**config.mk**
```make
export PLATFORM = sky130hd
export DESIGN_NAME = page_walker
export DESIGN_NICKNAME = d
export VERILOG_FILES = /design/src/rtl/pw_pkg.sv /design/src/rtl/pw_addr_gen.sv /design/src/rtl/pw_pte_decode.sv /design/src/rtl/pw_fsm.sv /design/src/rtl/page_walker.sv
export SDC_FILE = /design/constraint.sdc
export NUM_CORES = 1
export LEC_CHECK = 0
export ABC_CLOCK_PERIOD_IN_PS = 2100
export BUFFER_PORTS_ARGS = -buffer_cell sky130_fd_sc_hd__buf_2
export CORE_ASPECT_RATIO = 0.5
export CORE_MARGIN = 2
export CORE_UTILIZATION = 45
export DETAILED_ROUTE_END_ITERATION = 8
export PLACE_DENSITY = 0.81
export SYNTH_ARGS = -nofsm -noshare
export SYNTH_HDL_FRONTEND = slang
export SYNTH_SLANG_ARGS = --single-unit
```
**constraint.sdc**
```tcl
create_clock -name clk -period 2.1 [get_ports clk]
set_clock_uncertainty 0.05 [all_clocks]
set_input_delay 0.42 -clock clk [delete_from_list [all_inputs] [get_ports clk]]
set_output_delay 0.42 -clock clk [all_outputs]
set_load 0.02 [all_outputs]
```
**src/rtl/pw_pkg.sv**
```systemverilog
package pw_pkg;

  typedef enum logic [2:0] {
    PW_IDLE  = 3'd0,
    PW_REQ   = 3'd1,
    PW_WAIT  = 3'd2,
    PW_FILL  = 3'd3,
    PW_FAULT = 3'd4
  } pw_state_e;

endpackage

```
**src/rtl/pw_addr_gen.sv**
```systemverilog
// Forms the byte address of a table entry from base and page number.
module pw_addr_gen #(
  parameter int ADDR_W    = 16,
  parameter int VPN_W     = 8,
  parameter int PTE_BYTES = 2
) (
  input  logic [ADDR_W-1:0] base,
  input  logic [VPN_W-1:0]  vpn,
  output logic [ADDR_W-1:0] addr
);

  localparam int SHIFT   = $clog2(PTE_BYTES);
  localparam bit IS_POW2 = ((1 << SHIFT) == PTE_BYTES);

  logic [ADDR_W-1:0] vpn_ext;
  logic [ADDR_W-1:0] offset;

  assign vpn_ext = ADDR_W'(vpn);

  generate
    if (IS_POW2) begin : g_shift
      assign offset = vpn_ext << SHIFT;
    end else begin : g_mul
      assign offset = vpn_ext * ADDR_W'(PTE_BYTES);
    end
  endgenerate

  assign addr = base + offset;

endmodule

```
**src/rtl/pw_pte_decode.sv**
```systemverilog
// Splits a returned table entry into its valid flag and frame number.
module pw_pte_decode #(
  parameter int DATA_W    = 16,
  parameter int PPN_W     = 6,
  parameter int VALID_POS = 0,
  parameter int PPN_LSB   = 1
) (
  input  logic [DATA_W-1:0] pte,
  output logic              pte_ok,
  output logic [PPN_W-1:0]  pte_ppn
);

  assign pte_ok  = pte[VALID_POS];
  assign pte_ppn = pte[PPN_LSB +: PPN_W];

endmodule

```
**src/rtl/pw_fsm.sv**
```systemverilog
// Walk sequencer: one walk at a time, Moore outputs decoded at the top.
module pw_fsm
  import pw_pkg::*;
(
  input  logic      clk,
  input  logic      rst_n,
  input  logic      miss_valid,
  input  logic      req_ready,
  input  logic      rsp_valid,
  input  logic      pte_ok,
  output pw_state_e state,
  output logic      accept,
  output logic      rsp_take
);

  pw_state_e state_q;
  pw_state_e state_d;

  assign state    = state_q;
  assign accept   = (state_q == PW_IDLE) && miss_valid;
  assign rsp_take = (state_q == PW_WAIT) && rsp_valid;

  always_comb begin
    state_d = state_q;
    unique case (state_q)
      PW_IDLE:  if (miss_valid) state_d = PW_REQ;
      PW_REQ:   if (req_ready)  state_d = PW_WAIT;
      PW_WAIT:  if (rsp_valid)  state_d = pte_ok ? PW_FILL : PW_FAULT;
      PW_FILL:  state_d = PW_IDLE;
      PW_FAULT: state_d = PW_IDLE;
      default:  state_d = PW_IDLE;
    endcase
  end

  always_ff @(posedge clk or negedge rst_n) begin
    if (!rst_n) begin
      state_q <= PW_IDLE;
    end else begin
      state_q <= state_d;
    end
  end

endmodule

```
**src/rtl/page_walker.sv**
```systemverilog
module page_walker
  import pw_pkg::*;
#(
  parameter int VPN_W     = 8,
  parameter int PPN_W     = 6,
  parameter int ADDR_W    = 16,
  parameter int DATA_W    = 16,
  parameter int PTE_BYTES = 2
) (
  input  logic              clk,
  input  logic              rst_n,
  input  logic              miss_valid,
  output logic              miss_ready,
  input  logic [VPN_W-1:0]  miss_vpn,
  input  logic [ADDR_W-1:0] tbl_base,
  output logic              mem_req_valid,
  input  logic              mem_req_ready,
  output logic [ADDR_W-1:0] mem_req_addr,
  input  logic              mem_rsp_valid,
  input  logic [DATA_W-1:0] mem_rsp_data,
  output logic              fill_valid,
  output logic [VPN_W-1:0]  fill_vpn,
  output logic [PPN_W-1:0]  fill_ppn,
  output logic              retry,
  output logic              fault_valid,
  output logic [VPN_W-1:0]  fault_vpn,
  output logic              walk_done
);

  pw_state_e         state;
  logic              accept;
  logic              rsp_take;
  logic              pte_ok;
  logic [PPN_W-1:0]  pte_ppn;
  logic [ADDR_W-1:0] addr_next;

  logic [VPN_W-1:0]  vpn_q;
  logic [ADDR_W-1:0] addr_q;
  logic [PPN_W-1:0]  ppn_q;

  pw_addr_gen #(
    .ADDR_W   (ADDR_W),
    .VPN_W    (VPN_W),
    .PTE_BYTES(PTE_BYTES)
  ) u_addr (
    .base(tbl_base),
    .vpn (miss_vpn),
    .addr(addr_next)
  );

  pw_pte_decode #(
    .DATA_W   (DATA_W),
    .PPN_W    (PPN_W),
    .VALID_POS(0),
    .PPN_LSB  (1)
  ) u_dec (
    .pte    (mem_rsp_data),
    .pte_ok (pte_ok),
    .pte_ppn(pte_ppn)
  );

  pw_fsm u_fsm (
    .clk       (clk),
    .rst_n     (rst_n),
    .miss_valid(miss_valid),
    .req_ready (mem_req_ready),
    .rsp_valid (mem_rsp_valid),
    .pte_ok    (pte_ok),
    .state     (state),
    .accept    (accept),
    .rsp_take  (rsp_take)
  );

  // Miss capture: page number and entry address, enabled on acceptance.
  always_ff @(posedge clk or negedge rst_n) begin
    if (!rst_n) begin
      vpn_q  <= '0;
      addr_q <= '0;
    end else if (accept) begin
      vpn_q  <= miss_vpn;
      addr_q <= addr_next;
    end
  end

  // Frame number capture, enabled when the awaited response arrives.
  always_ff @(posedge clk or negedge rst_n) begin
    if (!rst_n) begin
      ppn_q <= '0;
    end else if (rsp_take) begin
      ppn_q <= pte_ppn;
    end
  end

  assign miss_ready    = (state == PW_IDLE);
  assign mem_req_valid = (state == PW_REQ);
  assign mem_req_addr  = addr_q;
  assign fill_valid    = (state == PW_FILL);
  assign retry         = (state == PW_FILL);
  assign fill_vpn      = vpn_q;
  assign fill_ppn      = ppn_q;
  assign fault_valid   = (state == PW_FAULT);
  assign fault_vpn     = vpn_q;
  assign walk_done     = (state == PW_FILL) || (state == PW_FAULT);

endmodule

```
## After elaboration in Yosys (flattened, before gate mapping)

Index checks and enable logic that the tools add are counted.

| operators by class | value |
|---|---|
| add/subtract/negate cells | 1 |
| eq/ne operators | 7 |
| muxes and demuxes | 5 |
| reduce and logical (&&, ||, !) cells | 5 |

Operators with widths:

| operator | count |
|---|---|
| adder 16 x 9 -> 16 bit | 1 |
| 2-to-1 mux 3 bit | 4 |
| case mux 3 bit (3 select lines) | 1 |
| == test 3 x 2 -> 1 bit (second input constant) | 2 |
| != test 2 bit (second input constant) | 2 |
| == test 3 x 1 -> 1 bit (second input constant) | 1 |
| == test 3 bit (second input constant) | 1 |
| zero test 3 bit | 1 |
| AND reduction 3 bit | 1 |
| logical AND 1 bit | 2 |
| != test 2 x 1 -> 1 bit (second input constant) | 1 |
| logical OR 1 bit | 1 |

| word-level totals | value |
|---|---|
| register bits | 33 |
| output and inout bits | 44 |

## Depth between registers and ports, before layout

Gate-level depths: netlist of run 1.

| logic depth | value |
|---|---|
| depth in word-level cells | 3 |
| mapped depth | 7 |

## By module

From an unflattened synthesis of run 1, not the netlist that was laid out.

| unflattened totals | value |
|---|---|
| cells, all modules | 160 |
| area total of the unflattened synthesis | 2,000.7 um^2 |

Modules (own cells, without submodules):

| module | times used | cells each | area an instance (um^2) | sequential area each (um^2) |
|---|---|---|---|---|
| page_walker | 1 | 79 | 1,322.5 | 750.7 |
| pw_addr_gen | 1 | 55 | 457.9 | 0.0 |
| pw_fsm | 1 | 19 | 167.7 | 75.1 |
| pw_pte_decode | 1 | 7 | 52.6 | 0.0 |

## Worst setup path after synthesis of run 1

OpenSTA, ideal clock, no wires.

| path | value |
|---|---|
| kind | input to register |
| from | input port miss_vpn[0] |
| to | register addr_q[7] (netlist: mem_req_addr[7]) |
| arrival | 1.826 ns |
| data required time | 1.925 ns |
| slack | 0.099 ns |
| stages | 6 |
| buffers on the path | 0 |
| cell sequence | ha_1 fa_1 a211oi_1 o21a_1 xnor2_1 mux2_2 |

| on the way | value |
|---|---|
| word-level cells in the longest chain between the ends | 1 |

RTL lines:

| what | line | RTL |
|---|---|---|
| start, declared | page_walker.sv:14 | `input logic [VPN_W-1:0] miss_vpn,` |
| adder 16 x 9 -> 16 bit | pw_addr_gen.sv:28 | `assign addr = base + offset;` |
| end signal, assigned | page_walker.sv:81 | `addr_q <= addr_next;` |
| end, declared | page_walker.sv:38 | `logic [ADDR_W-1:0] addr_q;` |

No other way between the ends.
A chain may end at the register's enable or synchronous reset.

## Worst setup path in the final report of run 1

| path | value |
|---|---|
| from | input port miss_vpn[0] |
| to | register addr_q[11] (netlist: mem_req_addr[11]) |

Same word-level chain as after synthesis.

==> qor.txt, run 1 <==
GP Congestion = 0.811
Sequential area share after synthesis = 44.6%
Crit-path max FO = 3
ANT cells = 0
Final setup vio count = 0
Cts bufs inserted = 5
HPWL after DPL = 2950 microns
Synth Flop Type = dfrtp_1
Fmax = 0.510 GHz
Adder-cell share of the synthesized area = 6.48%
Worst hold margin = 0.160 ns
Critical R2R Launch = u_fsm.state[0]
Clock latency on the worst-skew pair = 0.28 ns
Initial antenna violation count = 0
Area delta synth->final = 27.1%
Average size of a mapped cell = 11.1 sq um
Placed cell area = 2230 sq um
Number of flops mapped to enable cells by yosys = 0
Final Core Density = 60.0%
Rows = 16
WP data arrival = 2.06 ns
Starting Density = 47.2%
Die area = 4680 sq um
Post-synthesis mux area share = 11.5%
Post-synthesis cell area = 1850 sq um
CP startpoint kind = input port
Overall Power = 0.00335 W
Seq cells post-synth = 33
Post-synthesis cell type count = 44
Via-per-instance ratio = 5.02
Clk slew on worst S/H paths = 0.07 ns
Post-Synth XOR/XNOR Area = 5.67%
Syn_nets = 221
RSZ-0062 raised after global routing = no
Tcrit/Tclk final = 93.4%
Vias in the first global route = 1,388
Commonest non-fill, non-tap cell in the layout = buf_2
P per Cell Area = 1420 nW/um^2
Max_cap viols = 0
Hold WC Path Type = in -> async
Highest-count cells in the layout ignoring fill and taps = buf_2, dfrtp_1, mux2_2, nand2_1, ha_1
# DRC = 0
Share of post-route cells with drive strength above 1 = 48.4%
DRT Wirelength = 3860 microns
Rel. slew slack = 49.4%
TritonCTS Sinks = 33
Longest Clk Path Bufs = 2
Die width = 94.8 microns
Peak supply drop = 0.717 mV
Internal reg-to-reg setup slack = 0.56 ns
Compound-cell area share of the yosys netlist = 12.3%
Setup slack at placement = -0.214 ns
Slowest-stage cell, CP = fa_1
Critical path class = in -> reg
Outcome = completed
Post-route setup slack = 0.138 ns
Worst Setup End Kind = flip-flop
I/O Pins = 89
Critical Path RT = 2.20 ns
Layout net count = 297
Largest family of logic cells by synthesized area = simple AND/OR/NAND/NOR gates
CTS tree = yes
GRT overflow = 0
Synth warn = 0
First-pass GRT wire length = 6200 microns
Crit Reg-Reg Endpoint = fault_vpn[1]
Async set-reset flop share out of synthesis = 100%
Post-Synth Simple-Gate Area = 12.9%
Crit-path cells = buf_2 > ha_1 > fa_1 > a211oi_2 > o211ai_1 > nand3_1 > xor2_1 > o21ai_0
Slew Viols, Final = 0
Post-route cell area = 2360 sq um
Post-CTS setup buffers = 0
Placeable Area = 3920 sq um
H-tree levels = 2
Slowest stage delay, CP = 0.45 ns
Min cycle time layout = 1.96 ns
Lkg Pwr = 1.17 nW
Worst-Margin Slew = 0.759 ns
DR pass1 iterations = 4
DR vias = 1,495
Drt first-iter violations = 29
Largest net degree at the start of global routing = 37
Worst Path Buf+Inv = 1
Worst R2R Path Depth = 3
Die H = 49.4 microns
Mean routed wirelength per cell = 12.9 microns
Cells after Synth = 167
PortBufs = 79
GRT Util Overall = 16.9%
ANT nets after route = 0
Hold Vio Cnt, Final = 0
CTS root buffer = clkbuf_8
CP top delay family = adder cells
==> worst max path at each step <==
stage	startpoint	to	cells past startpoint
after floorplan	miss_vpn[0]	mem_req_addr[7]	6
after global placement	miss_vpn[0]	mem_req_addr[11]	8
after detailed placement	miss_vpn[0]	mem_req_addr[11]	8
after CTS	miss_vpn[0]	mem_req_addr[11]	8
after global routing	miss_vpn[0]	mem_req_addr[11]	8
final	miss_vpn[0]	mem_req_addr[11]	8
==> area by class of cell <==
cell class | instances | area [sq um]
Tap cell | 54 | 67.6
Multi-Input combinational cell | 118 | 910
Clock inverter | 1 | 30.0
Inverter | 1 | 3.75
Fill cell | 353 | 1570
Clock buffer | 7 | 86.3
Sequential cell | 33 | 826
Timing Repair Buffer | 84 | 433
==> routing by layer <==
metal  global-route usage, %  routed length [microns]  vias to the layer above
li1                        -                        -                      737
met1                    20.8                     1780                      704
met2                    29.2                     1830                       50
met3                    4.17                      227                        4
met4                    5.56                       28                        0
met5                       0                        0                        -
==> logic make-up after synthesis <==
logic type | Yosys count
AOI/OAI and AO/OA | 35
xor gates and xnor gates | 12
adders and majority gates | 9
buffers and inverters | 16
DFF | 33
muxes | 19
and+or+nand+nor | 43
==> sequential cells by signal (all words and copies together) (netlist names) <==
signal,count
mem_req_addr,16
fill_ppn,6
u_fsm.state,3
fault_vpn,8
==> what timing repair did <==
| action | 4_1_cts | 5_1_grt |
|---|---|---|
| resized for setup | 0 | 1 |
| hold buffers | 0 | 0 |
| endpoints found under the setup margin | 0 | 4 |
| hold endpoints to repair | 0 | 0 |
==> per-stage QoR <==
| step | TNS (ns) | cells |
|---|---|---|
| floorplan | 0 | 167 |
| global placement | -0.765 | 290 |
| detailed placement | -1.00 | 290 |
| CTS | 0 | 298 |
| global route | 0 | 298 |
| finish | 0 | 298 |
==> cells in the mapped netlist (all sizes together) (2+ instances only) <==
master	instances	area, sq um
nand2	16	60.1
dfrtp	33	826
nor2	6	25.0
o21ai	13	65.1
buf	14	105
ha	8	100
nand3b	4	33.8
mux2	18	203
nand3	3	15.0
a21o	2	15.0
xor2	7	61.3
o211ai	2	15.0
nor3	3	15.0
and3	2	13.8
a21oi	6	30.0
xnor2	5	43.8
o31ai	2	15.0
a211oi	3	32.5
o21a	2	15.0
==> report_power, final <==
part	leakage (nW)	internal, W	switching [W]
clock	0.0585	0.000387	0.000232
combinational	0.709	0.000639	0.000967
sequential	0.400	0.000944	0.000176
(Power assumes the default switching activity.)
==> run 2: changes to the inputs <==
--- a/config.mk
+++ b/config.mk
@@ -10,6 +10,7 @@
 export CORE_ASPECT_RATIO = 0.5
 export CORE_MARGIN = 2
 export CORE_UTILIZATION = 45
+export CTS_BUF_LIST = sky130_fd_sc_hd__clkbuf_8 sky130_fd_sc_hd__clkbuf_16
 export DETAILED_ROUTE_END_ITERATION = 8
 export PLACE_DENSITY = 0.81
 export SYNTH_ARGS = -nofsm -noshare
==> qor.txt, run 2 (synthesis results as in run 1) <==
Die H = 49.4 microns
Post-CTS setup buffers = 0
TritonCTS Sinks = 33
ANT cells = 0
Crit-path max FO = 3
Lkg Pwr = 1.17 nW
Hold WC Path Type = in -> async
Clk slew on worst S/H paths = 0.07 ns
Highest-count cells in the layout ignoring fill and taps = buf_2, dfrtp_1, mux2_2, nand2_1, ha_1
Die width = 94.8 microns
Critical path class = in -> reg
Overall Power = 0.00334 W
DR vias = 1,501
Slew Viols, Final = 0
Outcome = completed
# hold bufs at CTS = 0
# DRC = 0
Worst Setup End Kind = flip-flop
DRT Wirelength = 3860 microns
Drt first-iter violations = 30
Largest net degree at the start of global routing = 37
Area delta synth->final = 27.1%
Via-per-instance ratio = 5.04
Peak supply drop = 0.716 mV
GRT Util Overall = 16.9%
Rel. slew slack = 49.4%
Placed cell area = 2230 sq um
Die area = 4680 sq um
Final setup vio count = 0
H-tree levels = 2
Crit Reg-Reg Endpoint = fault_vpn[1]
Initial antenna violation count = 0
Starting Density = 47.2%
GRT overflow = 0
Critical Path RT = 2.20 ns
PortBufs = 79
Internal reg-to-reg setup slack = 0.56 ns
Tcrit/Tclk final = 93.4%
GP Congestion = 0.811
Worst R2R Path Depth = 3
Rows = 16
Worst-Margin Slew = 0.758 ns
I/O Pins = 89
Hold Vio Cnt, Final = 0
First-pass GRT wire length = 6200 microns
CTS tree = yes
Longest Clk Path Bufs = 2
Fmax = 0.510 GHz
Max FFs per register = 16
CTS root buffer = clkbuf_8
Commonest non-fill, non-tap cell in the layout = buf_2
WP data arrival = 2.06 ns
Layout net count = 297
Clock latency on the worst-skew pair = 0.28 ns
Placeable Area = 3920 sq um
Critical R2R Launch = u_fsm.state[0]
Min cycle time layout = 1.96 ns
Fillcell total = 353
Setup crit start = miss_vpn[0]
HPWL after DPL = 2950 microns
Vias in the first global route = 1,388
Max_cap viols = 0
Mean routed wirelength per cell = 13.0 microns
RSZ-0062 raised after global routing = no
Post-route cell area = 2360 sq um
ANT nets after route = 0
P per Cell Area = 1420 nW/um^2
Share of post-route cells with drive strength above 1 = 48.4%
Cts bufs inserted = 5
DR pass1 iterations = 4
CP startpoint kind = input port
## run 2: cell types whose count changed in the layout (fill, tap and decap cells not counted)
cell	previous run	this run
clkbuf_1	1	0
inv_1	1	2
## run 2: layout make-up
class	instances	area (sq um)	area share, %
inverters	1	3.75	0.159
clock inverters	2	33.8	1.43
repair buffers	84	433	18.4
clock buffers	6	82.6	3.51
flip-flops and latches	33	826	35.1
well taps	54	67.6	2.87
multi-input cells	118	910	38.6
## run 2: metrics by stage
step / utilization (%) / hold slack (ns) / setup slack, ns / setup TNS, ns / std cells
floorplan: - / 0.0744 / 0.0993 / 0 / 167
global placement: 57.0 / 0.410 / -0.176 / -0.765 / 290
detailed placement: 57.0 / 0.415 / -0.214 / -1.00 / 290
CTS: 59.9 / 0.177 / 0.0530 / 0 / 298
global route: 60.0 / 0.206 / 0.0263 / 0 / 298
finish: 60.0 / 0.160 / 0.138 / 0 / 298
## run 2: how the worst max path moves through the flow
| stage | endpoint | slack [ns] |
|---|---|---|
| 2_1_floorplan | mem_req_addr[7] | 0.1 |
| 3_3_place_gp | mem_req_addr[11] | -0.18 |
| 3_5_place_dp | mem_req_addr[11] | -0.21 |
| 4_1_cts | mem_req_addr[11] | 0.05 |
| 5_1_grt | mem_req_addr[11] | 0.03 |
| 6_report | mem_req_addr[11] | 0.14 |
## run 2: routing by layer
layer	track usage, %	part of all wire (%)	vias up	wire (microns)
li1	-	-	737	-
met1	20.8	46	710	1770
met2	29.2	47	50	1830
met3	4.17	5.9	4	227
met4	5.56	0.73	0	28
met5	0	0	-	0
## run 2: power by group
group | internal (W) | switching [W]
logic | 0.000639 | 0.000967
registers | 0.000944 | 0.000176
clock network | 0.000382 | 0.000231
## run 2: what timing repair did
action	in CTS	in global routing
resized for setup	0	1
endpoints found under the hold margin	0	0
setup endpoints to repair	0	4
## run 2: critical path, cell delays in order
cell,delay [ns]
buf_2,0.11
ha_1,0.23
fa_1,0.45
a211oi_2,0.29
o211ai_1,0.20
nand3_1,0.15
xor2_1,0.14
o21ai_0,0.09
